==> config.mk <==
export PLATFORM = sky130hd
export DESIGN_NAME = rtc_spi_regs
export DESIGN_NICKNAME = d
export VERILOG_FILES = /design/src/rtl/rtc_spi_pkg.sv /design/src/rtl/rtc_pin_sync.sv /design/src/rtl/rtc_spi_shift.sv /design/src/rtl/rtc_time_regs.sv /design/src/rtl/rtc_spi_regs.sv
export SDC_FILE = /design/constraint.sdc
export NUM_CORES = 1
export LEC_CHECK = 0
export BUFFER_PORTS_ARGS = -buffer_cell sky130_fd_sc_hd__buf_2
export CORE_MARGIN = 8
export CORE_UTILIZATION = 57
export DETAILED_ROUTE_END_ITERATION = 10
export PLACE_DENSITY = 0.84
export RECOVER_POWER = 100
export SYNTH_ARGS = -nofsm -noshare
export SYNTH_HDL_FRONTEND = slang
export SYNTH_SLANG_ARGS = --single-unit
==> constraint.sdc <==
create_clock -name clk -period 2.61 [get_ports clk]
set_clock_uncertainty 0.15 [all_clocks]
set_input_delay 0.1305 -clock clk [delete_from_list [all_inputs] [get_ports clk]]
set_output_delay 0.1305 -clock clk [all_outputs]
set_load 0.02 [all_outputs]
==> src/rtl/rtc_spi_pkg.sv <==
package rtc_spi_pkg;

   localparam int unsigned BYTE_W = 8;

   typedef logic [BYTE_W-1:0] byte_t;

   // Packed BCD increment of one byte without range wrap.
   function automatic byte_t bcd_inc(input byte_t v);
      byte_t r;
      if (v[3:0] == 4'h9) r = {v[7:4] + 4'h1, 4'h0};
      else                r = {v[7:4], v[3:0] + 4'h1};
      return r;
   endfunction

   // Increment with wrap at lim; bit 8 of the result is the carry out.
   function automatic logic [BYTE_W:0] bcd_wrap_inc(input byte_t v, input byte_t lim);
      logic [BYTE_W:0] r;
      if (v == lim) r = {1'b1, 8'h00};
      else          r = {1'b0, bcd_inc(v)};
      return r;
   endfunction

endpackage

==> src/rtl/rtc_pin_sync.sv <==
module rtc_pin_sync #(
   parameter int unsigned STAGES = 2
) (
   input  logic clk,
   input  logic rst_n,
   input  logic din,
   output logic lvl,
   output logic rise,
   output logic fall
);
   logic [STAGES-1:0] chain_q;
   logic              prev_q;

   if (STAGES < 2) begin : g_bad_stages
      $error("rtc_pin_sync: STAGES must be at least 2");
   end

   for (genvar gi = 0; gi < STAGES; gi++) begin : g_stage
      if (gi == 0) begin : g_head
         always_ff @(posedge clk or negedge rst_n) begin
            if (!rst_n) chain_q[0] <= 1'b0;
            else        chain_q[0] <= din;
         end
      end else begin : g_tail
         always_ff @(posedge clk or negedge rst_n) begin
            if (!rst_n) chain_q[gi] <= 1'b0;
            else        chain_q[gi] <= chain_q[gi-1];
         end
      end
   end

   always_ff @(posedge clk or negedge rst_n) begin
      if (!rst_n) prev_q <= 1'b0;
      else        prev_q <= chain_q[STAGES-1];
   end

   assign lvl  = chain_q[STAGES-1];
   assign rise = lvl & ~prev_q;
   assign fall = ~lvl & prev_q;

endmodule

==> src/rtl/rtc_spi_shift.sv <==
module rtc_spi_shift
   import rtc_spi_pkg::*;
(
   input  logic  clk,
   input  logic  rst_n,
   input  logic  ce_lvl,
   input  logic  ce_rise,
   input  logic  sck_fall,
   input  logic  mosi_lvl,
   input  logic  load_en,
   input  byte_t load_val,
   output logic  miso,
   output logic  byte_vld,
   output logic  byte_first,
   output byte_t byte_val
);
   localparam int unsigned CNT_W = $clog2(BYTE_W);

   logic [CNT_W-1:0] cnt_q;
   byte_t            rx_q;
   byte_t            tx_q;
   logic             first_q;
   byte_t            rx_nx;

   assign rx_nx = {rx_q[BYTE_W-2:0], mosi_lvl};

   always_ff @(posedge clk or negedge rst_n) begin
      if (!rst_n) begin
         cnt_q      <= '0;
         rx_q       <= '0;
         tx_q       <= '0;
         first_q    <= 1'b0;
         byte_vld   <= 1'b0;
         byte_first <= 1'b0;
         byte_val   <= '0;
      end else begin
         byte_vld <= 1'b0;
         if (ce_rise) begin
            cnt_q   <= '0;
            tx_q    <= '0;
            first_q <= 1'b1;
         end else if (ce_lvl && sck_fall) begin
            rx_q  <= rx_nx;
            tx_q  <= {tx_q[BYTE_W-2:0], 1'b0};
            cnt_q <= cnt_q + 1'b1;
            if (cnt_q == CNT_W'(BYTE_W - 1)) begin
               byte_vld   <= 1'b1;
               byte_first <= first_q;
               byte_val   <= rx_nx;
               first_q    <= 1'b0;
            end
         end else if (load_en) begin
            tx_q <= load_val;
         end
      end
   end

   assign miso = tx_q[BYTE_W-1] & ce_lvl;

   // a new frame always restarts the bit counter
   a_r1_cnt_restart : assert property (@(posedge clk) disable iff (!rst_n)
      ce_rise |=> (cnt_q == '0));
   // a completed byte is reported for exactly one cycle
   a_r1_vld_single : assert property (@(posedge clk) disable iff (!rst_n)
      byte_vld |=> !byte_vld);

endmodule

==> src/rtl/rtc_time_regs.sv <==
module rtc_time_regs
   import rtc_spi_pkg::*;
#(
   parameter int unsigned N_TIME   = 7,
   parameter int unsigned IDX_W    = 4,
   parameter int unsigned CTRL_IDX = 15,
   parameter int unsigned WP_BIT   = 6
) (
   input  logic             clk,
   input  logic             rst_n,
   input  logic             frame,
   input  logic             tick,
   input  logic             wr_en,
   input  logic [IDX_W-1:0] wr_idx,
   input  byte_t            wr_val,
   input  logic [IDX_W-1:0] rd_idx,
   output byte_t            rd_val
);
   localparam int unsigned SEC_I  = 0;
   localparam int unsigned MIN_I  = 1;
   localparam int unsigned HR_I   = 2;
   localparam int unsigned HOLD_W = (N_TIME - 3) * BYTE_W;

   if (N_TIME < 4 || N_TIME > CTRL_IDX || CTRL_IDX >= (1 << IDX_W) || WP_BIT >= BYTE_W)
   begin : g_bad_cfg
      $error("rtc_time_regs: inconsistent register map parameters");
   end

   byte_t             tr_q [N_TIME];
   byte_t             ctrl_q;
   logic              pend_q;
   logic              apply;
   logic              wp;
   logic [BYTE_W:0]   sec_step;
   logic [BYTE_W:0]   min_step;
   byte_t             hr_nx;
   byte_t             hr_cur;
   byte_t             hr_inc;
   logic [N_TIME*BYTE_W-1:0] flat;
   logic [HOLD_W-1:0]        hold_flat;

   assign apply = (pend_q | tick) & ~frame;
   assign wp    = ctrl_q[WP_BIT];

   always_comb begin
      sec_step = bcd_wrap_inc(tr_q[SEC_I], 8'h59);
      min_step = bcd_wrap_inc(tr_q[MIN_I], 8'h59);
      hr_cur   = tr_q[HR_I];
      hr_nx    = hr_cur;
      if (hr_cur[6]) begin
         hr_inc = bcd_inc({3'b000, hr_cur[4:0]});
         if (hr_cur[4:0] == 5'h12)      hr_nx = {hr_cur[7:5], 5'h01};
         else if (hr_cur[4:0] == 5'h11) hr_nx = {hr_cur[7:6], ~hr_cur[5], 5'h12};
         else                           hr_nx = {hr_cur[7:5], hr_inc[4:0]};
      end else begin
         hr_inc = bcd_inc({2'b00, hr_cur[5:0]});
         if (hr_cur[5:0] == 6'h23) hr_nx = {hr_cur[7:6], 6'h00};
         else                      hr_nx = {hr_cur[7:6], hr_inc[5:0]};
      end
   end

   for (genvar gi = 0; gi < N_TIME; gi++) begin : g_treg
      logic wr_hit;
      logic adv;
      byte_t adv_val;
      assign wr_hit = wr_en && (wr_idx == IDX_W'(gi)) && !wp;
      if (gi == SEC_I) begin : g_sec
         assign adv     = apply;
         assign adv_val = sec_step[BYTE_W-1:0];
      end else if (gi == MIN_I) begin : g_min
         assign adv     = apply & sec_step[BYTE_W];
         assign adv_val = min_step[BYTE_W-1:0];
      end else if (gi == HR_I) begin : g_hr
         assign adv     = apply & sec_step[BYTE_W] & min_step[BYTE_W];
         assign adv_val = hr_nx;
      end else begin : g_hold
         assign adv     = 1'b0;
         assign adv_val = '0;
      end
      always_ff @(posedge clk or negedge rst_n) begin
         if (!rst_n)      tr_q[gi] <= '0;
         else if (wr_hit) tr_q[gi] <= wr_val;
         else if (adv)    tr_q[gi] <= adv_val;
      end
      assign flat[gi*BYTE_W +: BYTE_W] = tr_q[gi];
   end

   assign hold_flat = flat[N_TIME*BYTE_W-1 : 3*BYTE_W];

   always_ff @(posedge clk or negedge rst_n) begin
      if (!rst_n) begin
         ctrl_q <= '0;
         pend_q <= 1'b0;
      end else begin
         if (wr_en && wr_idx == IDX_W'(CTRL_IDX)) ctrl_q <= wr_val;
         if (frame && tick) pend_q <= 1'b1;
         else if (!frame)   pend_q <= 1'b0;
      end
   end

   always_comb begin
      rd_val = '0;
      for (int k = 0; k < N_TIME; k++) begin
         if (rd_idx == IDX_W'(k)) rd_val = tr_q[k];
      end
      if (rd_idx == IDX_W'(CTRL_IDX)) rd_val = ctrl_q;
   end

   // protected writes leave every time register untouched
   a_r6_wp_freeze : assert property (@(posedge clk) disable iff (!rst_n)
      (wr_en && wp && wr_idx != IDX_W'(CTRL_IDX) && !apply) |=> $stable(flat));
   // without a write, the time does not move while a frame is open
   a_r11_frame_hold : assert property (@(posedge clk) disable iff (!rst_n)
      (frame && !wr_en) |=> $stable(flat));
   // a pending strobe is consumed once the frame has closed
   a_r11_pend_clear : assert property (@(posedge clk) disable iff (!rst_n)
      (pend_q && !frame) |=> !pend_q);
   // seconds wrap from 59 to 00
   a_r7_sec_wrap : assert property (@(posedge clk) disable iff (!rst_n)
      (apply && !wr_en && tr_q[SEC_I] == 8'h59) |=> (tr_q[SEC_I] == 8'h00));
   // the 11-to-12 step in 12-hour form flips PM
   a_r10_pm_flip : assert property (@(posedge clk) disable iff (!rst_n)
      (apply && !wr_en && tr_q[SEC_I] == 8'h59 && tr_q[MIN_I] == 8'h59 &&
       tr_q[HR_I][6] && tr_q[HR_I][4:0] == 5'h11) |=> (tr_q[HR_I][5] != $past(tr_q[HR_I][5])));
   // calendar registers change only by writes
   a_r12_cal_hold : assert property (@(posedge clk) disable iff (!rst_n)
      !wr_en |=> $stable(hold_flat));

endmodule

==> src/rtl/rtc_spi_regs.sv <==
module rtc_spi_regs
   import rtc_spi_pkg::*;
#(
   parameter int unsigned SYNC_STAGES = 2,
   parameter int unsigned N_TIME      = 7,
   parameter int unsigned IDX_W       = 4,
   parameter int unsigned CTRL_IDX    = 15,
   parameter int unsigned WP_BIT      = 6
) (
   input  logic clk,
   input  logic rst_n,
   input  logic spi_ce,
   input  logic spi_sck,
   input  logic spi_mosi,
   input  logic sec_tick,
   output logic spi_miso
);
   logic ce_lvl, ce_rise, ce_fall;
   logic sck_lvl, sck_rise, sck_fall;
   logic mosi_lvl, mosi_rise, mosi_fall;
   logic byte_vld, byte_first;
   byte_t byte_val;
   byte_t rd_val;
   logic [IDX_W-1:0] ptr_q;
   logic [IDX_W-1:0] ptr_nx;
   logic [IDX_W-1:0] rd_idx;
   logic             wr_mode_q;
   logic             wr_en;

   rtc_pin_sync #(.STAGES(SYNC_STAGES)) u_ce_sync (
      .clk(clk), .rst_n(rst_n), .din(spi_ce),
      .lvl(ce_lvl), .rise(ce_rise), .fall(ce_fall));
   rtc_pin_sync #(.STAGES(SYNC_STAGES)) u_sck_sync (
      .clk(clk), .rst_n(rst_n), .din(spi_sck),
      .lvl(sck_lvl), .rise(sck_rise), .fall(sck_fall));
   rtc_pin_sync #(.STAGES(SYNC_STAGES)) u_mosi_sync (
      .clk(clk), .rst_n(rst_n), .din(spi_mosi),
      .lvl(mosi_lvl), .rise(mosi_rise), .fall(mosi_fall));

   rtc_spi_shift u_shift (
      .clk(clk), .rst_n(rst_n),
      .ce_lvl(ce_lvl), .ce_rise(ce_rise), .sck_fall(sck_fall), .mosi_lvl(mosi_lvl),
      .load_en(byte_vld), .load_val(rd_val),
      .miso(spi_miso), .byte_vld(byte_vld), .byte_first(byte_first), .byte_val(byte_val));

   assign ptr_nx = (ptr_q == IDX_W'(N_TIME - 1) || ptr_q == IDX_W'(CTRL_IDX))
                   ? '0 : ptr_q + 1'b1;
   assign rd_idx = byte_first ? byte_val[IDX_W-1:0] : ptr_nx;
   assign wr_en  = byte_vld & ~byte_first & wr_mode_q;

   always_ff @(posedge clk or negedge rst_n) begin
      if (!rst_n) begin
         ptr_q     <= '0;
         wr_mode_q <= 1'b0;
      end else if (byte_vld) begin
         if (byte_first) begin
            ptr_q     <= byte_val[IDX_W-1:0];
            wr_mode_q <= byte_val[BYTE_W-1];
         end else begin
            ptr_q <= ptr_nx;
         end
      end
   end

   rtc_time_regs #(
      .N_TIME(N_TIME), .IDX_W(IDX_W), .CTRL_IDX(CTRL_IDX), .WP_BIT(WP_BIT)
   ) u_regs (
      .clk(clk), .rst_n(rst_n), .frame(ce_lvl), .tick(sec_tick),
      .wr_en(wr_en), .wr_idx(ptr_q), .wr_val(byte_val),
      .rd_idx(rd_idx), .rd_val(rd_val));

   // pointer leaves the control index for index 0
   a_r4_ctrl_wrap : assert property (@(posedge clk) disable iff (!rst_n)
      (byte_vld && !byte_first && ptr_q == IDX_W'(CTRL_IDX)) |=> (ptr_q == '0));
   // pointer leaves the last time index for index 0
   a_r4_time_wrap : assert property (@(posedge clk) disable iff (!rst_n)
      (byte_vld && !byte_first && ptr_q == IDX_W'(N_TIME - 1)) |=> (ptr_q == '0));

endmodule

==> flow_metrics.py <==
metrics = {
    "synthesis": {
        "synthDistinctLibCells": 69,
        "synthFlopType": "dfrtp_1",
        "synthTopCellsByArea": "dfrtp_1 45%, mux2_2 8.1%, o21ai_0 4.0%",
        "synth_cells": 612,
        "ys_seq_elements": 107,
        "yosys.area.top_type": "dfrtp_1",
        "ys_seq_area_share_pct": 44.89,
        "synth_edf_count": 0,
        "post_synth_instance_area_um2": 5964,
        "synth_nets": 633,
        "syn_avg_cell_area_um2": 9.746,
        "synth_top_area_share_pct": 44.89,
        "yosysWarnings": 0,
        "async_reset_ff_share_pct": 100.0,
    },
    "drt": {
        "wl_met2_um": 7663,
        "drtIter0Drc": 570,
        "wl_per_cell_um": 20.10,
        "via_per_inst": 6.287,
        "wl_met3_um": 1000,
        "drtPass1Iterations": 5,
        "routed.top_layer": "met4",
        "routed-via-count": 5061,
        "ant_nets": 0,
        "wl_met1_um": 7127,
        "drc": 0,
        "routed_wl_um": 16180,
    },
    "cts": {
        "cts_max_level": 3,
        "cts_sinks": 107,
        "numCtsBuffers": 9,
        "clk_pin_slew_ns": 0.11,
        "clk_latency_ns": 0.40,
        "cts_tree": "yes",
        "cts_root_buffer": "clkbuf_8",
        "cts.path.max_buffers": 2,
    },
    "pwr": {
        "power_density_nw_per_um2": 467.9,
        "intPower_uw": 2269,
        "p_sw_share_pct": 29.07,
        "p_clk_share_pct": 32.3,
        "combPwrFrac_pct": 9.7,
        "power.switching_uw": 929.9,
        "p_leak_uw": 0.002935,
        "vdd_drop_max_mv": 0.5062,
        "pwr-share-seq_pct": 57.9,
    },
    "worst_setup_path": {
        "path_class": "reg -> reg",
        "reg2reg_from": "ptr_q[0]",
        "timing.rr.end": "u_shift.tx_q[1]",
        "max_stage_delay_ns": 0.43,
        "timing.critical_path.mode_cell": "buf_4",
        "worstRegToRegCells": 10,
        "cpMaxStageDelayCell": "dfrtp_1",
        "critPathCaptureType": "flip-flop",
        "cp_max_fo": 7,
        "crit_required_ns": 2.73,
        "ff2ff_setup_slack_ns": 0.04,
        "cp-start-kind": "flip-flop",
        "cp.arrival_ns": 2.69,
        "path_cells": "inv_2, ha_4, mux2_4, a21o_4, buf_4, nor3_4, buf_4, a32oi_1, a221oi_1, a211oi_2",
    },
    "cells_and_area": {
        "fin_nets": 685,
        "diodes": 0,
        "utilization_pct": 66.82,
        "drive_gt1_share_pct": 25.26,
        "synthToLayoutAreaGrowth_pct": 14.62,
        "postLayoutCellArea_um2": 6837,
    },
    "worst_hold_path": {
        "min_from": "u_sck_sync.chain_q[0]",
        "min_delay_worst_endpoint": "u_sck_sync.lvl",
        "hold_depth": 0,
        "hp-class": "reg -> reg",
    },
    "timing": {
        "fin_crit_ns": 2.574,
        "hold_violations": 0,
        "min_period_over_period_pct": 98.64,
        "maxSlewHeadroom_pct": 23.33,
        "tightestPinTransition_ns": 1.150,
        "setup_slack_ns": 0.03553,
        "drv_slew": 0,
        "max_freq_ghz": 0.3884,
        "rsz0062_at_grt": "true",
        "setup-violations-final": 0,
    },
    "global_route": {
        "gr-usage-all-layers_pct": 23.44,
        "grt_pass1_vias": 4986,
        "grt_max_degree": 64,
        "grt_pass1_wl_um": 26260,
        "antenna_found_initial": 0,
        "grt_overflow": 0,
    },
    "placement": {
        "portBuffers": 6,
        "place_area_um2": 6445,
        "dp_slack_ns": 0.006070,
        "dp_hpwl_um": 11650,
        "place_congestion": 0.9619,
    },
    "floorplan": {
        "fp.dieW_um": 118.3,
        "die_area_um2": 13990,
        "start_util_pct": 58.30,
        "core-area_um2": 10230,
        "boundaryPins": 7,
        "row_count": 37,
        "die_h_um": 118.3,
    },
    "run": {
        "drv_cap": 0,
    },
    "outcome": {
        "status": "finished, final reports clean",
    },
}
[what timing repair did]
| action | in CTS | in global routing |
|---|---|---|
| setup endpoints to repair | 4 | 8 |
| endpoints found under the hold margin | 48 | 0 |
| buffers inserted | 3 | 5 |
| pin swaps | 4 | 7 |
| hold buffers | 5 | 0 |
| resized for setup | 4 | 18 |
[area by class of cell]
type | instances | area, um^2
multi-input combinational | 438 | 3087
fill | 795 | 3395
clock buffer | 9 | 123.9
timing repair buffer | 77 | 579.3
sequential | 107 | 2679
tap | 136 | 170.2
inverter | 31 | 116.4
clock inverter | 7 | 81.33
[cell usage after synthesis (6+ instances only)]
cell / number
a211oi_1: 7
a211oi_2: 8
a21oi_1: 38
a221oi_1: 6
a22o_1: 9
a32oi_1: 6
and2_1: 6
clkbuf_1: 25
dfrtp_1: 107
ha_1: 15
inv_1: 31
mux2_2: 43
nand2_1: 55
nand2b_1: 9
nand3_1: 25
nand3b_1: 6
nor2_1: 38
nor2b_1: 8
nor3_1: 14
nor3b_1: 7
nor4_1: 8
nor4b_1: 7
o21ai_0: 48
o21ai_1: 9
[cell families after synthesis]
group / after synthesis / share of synthesized area [%]
AO/OA/AOI/OAI: 166 / 19.03
XOR/XNOR: 2 / 0.2937
adder cells (fa/ha/maj): 15 / 3.147
buffers and inverters: 67 / 4.804
flip-flops: 107 / 44.89
multiplexers: 49 / 9.209
AND/OR/NAND/NOR: 206 / 18.63
[registers in the layout (all words and copies together), names as in the netlist, 3 cells and up]
register,cells
u_shift.tx_q,8
u_shift.rx_q,7
u_regs.hr_cur,8
u_regs.ctrl_q,8
ptr_q,4
u_shift.cnt_q,3
u_shift.byte_val,8
u_regs.flat,48
[cells in the final DEF, fill, tap and decap left out, types with 5 or more instances in the layout]
cell type,Yosys,routed
dfrtp_1,107,106
buf_4,2,60
nand2_1,55,55
o21ai_0,48,48
mux2_2,43,43
a21oi_1,38,38
nor2_1,38,36
inv_1,31,30
nand3_1,25,25
nor3_1,14,14
ha_1,15,13
nand2b_1,9,9
o21ai_1,9,9
a22o_1,9,9
clkbuf_8,0,9
nor2b_1,8,8
a211oi_2,8,8
nor4_1,8,8
nor4b_1,7,7
nor3b_1,7,7
nand3b_1,6,6
a32oi_1,6,6
a211oi_1,7,6
and2_1,6,5
mux2i_1,5,5
dlygate4sd3_1,0,5
buf_2,2,5
[worst max-delay path by stage]
stage                      endpoint  slack [ns]  depth (start not counted)     start
floorplan           u_shift.tx_q[1]        0.13                          8  ptr_q[0]
global placement    u_shift.tx_q[7]        0.05                         10  ptr_q[0]
detailed placement  u_shift.tx_q[2]       0.006                         11  ptr_q[0]
CTS                 u_shift.tx_q[6]       0.002                         10  ptr_q[0]
global route        u_shift.tx_q[0]       -0.02                         11  ptr_q[0]
finish              u_shift.tx_q[1]        0.04                         10  ptr_q[0]
[routing by layer]
metal	vias to the layer above	GRT usage (%)
met3	35	5.283
li1	2311	-
met5	-	0
met2	201	37.41
met4	0	8.167
met1	2514	30.81
[power groups by stage]
| stage | combinational [uW] | clock (uW) | sequential [uW] |
|---|---|---|---|
| after detailed placement | 305 | 0 | 1880 |
| after global routing | 357 | 1120 | 1870 |
| final | 311 | 1030 | 1850 |
| after floorplan | 217 | 0 | 1850 |
| after CTS | 315 | 1060 | 1850 |
| after global placement | 290 | 0 | 1870 |
[critical path: cells and delay by family (launching register included)]
kind / cells / cell delay (ns)
compound gates: 4 / 0.83
flops: 1 / 0.43
buf+inv: 3 / 0.41
mux: 1 / 0.29
simple gates: 1 / 0.17
fa+ha+maj: 1 / 0.16
[per-stage QoR]
stage | hold slack (ns) | total power [uW] | instances | TNS, ns
after global routing | 0.1900 | 3347 | 805 | -0.1033
final | 0.2098 | 3199 | 805 | 0
after floorplan | -0.3151 | 2064 | 612 | 0
after detailed placement | 0.02685 | 2188 | 776 | 0
after CTS | 0.1265 | 3224 | 800 | 0
after global placement | 0.02025 | 2164 | 776 | 0
Note: power is estimated with default switching activity, not from simulation.
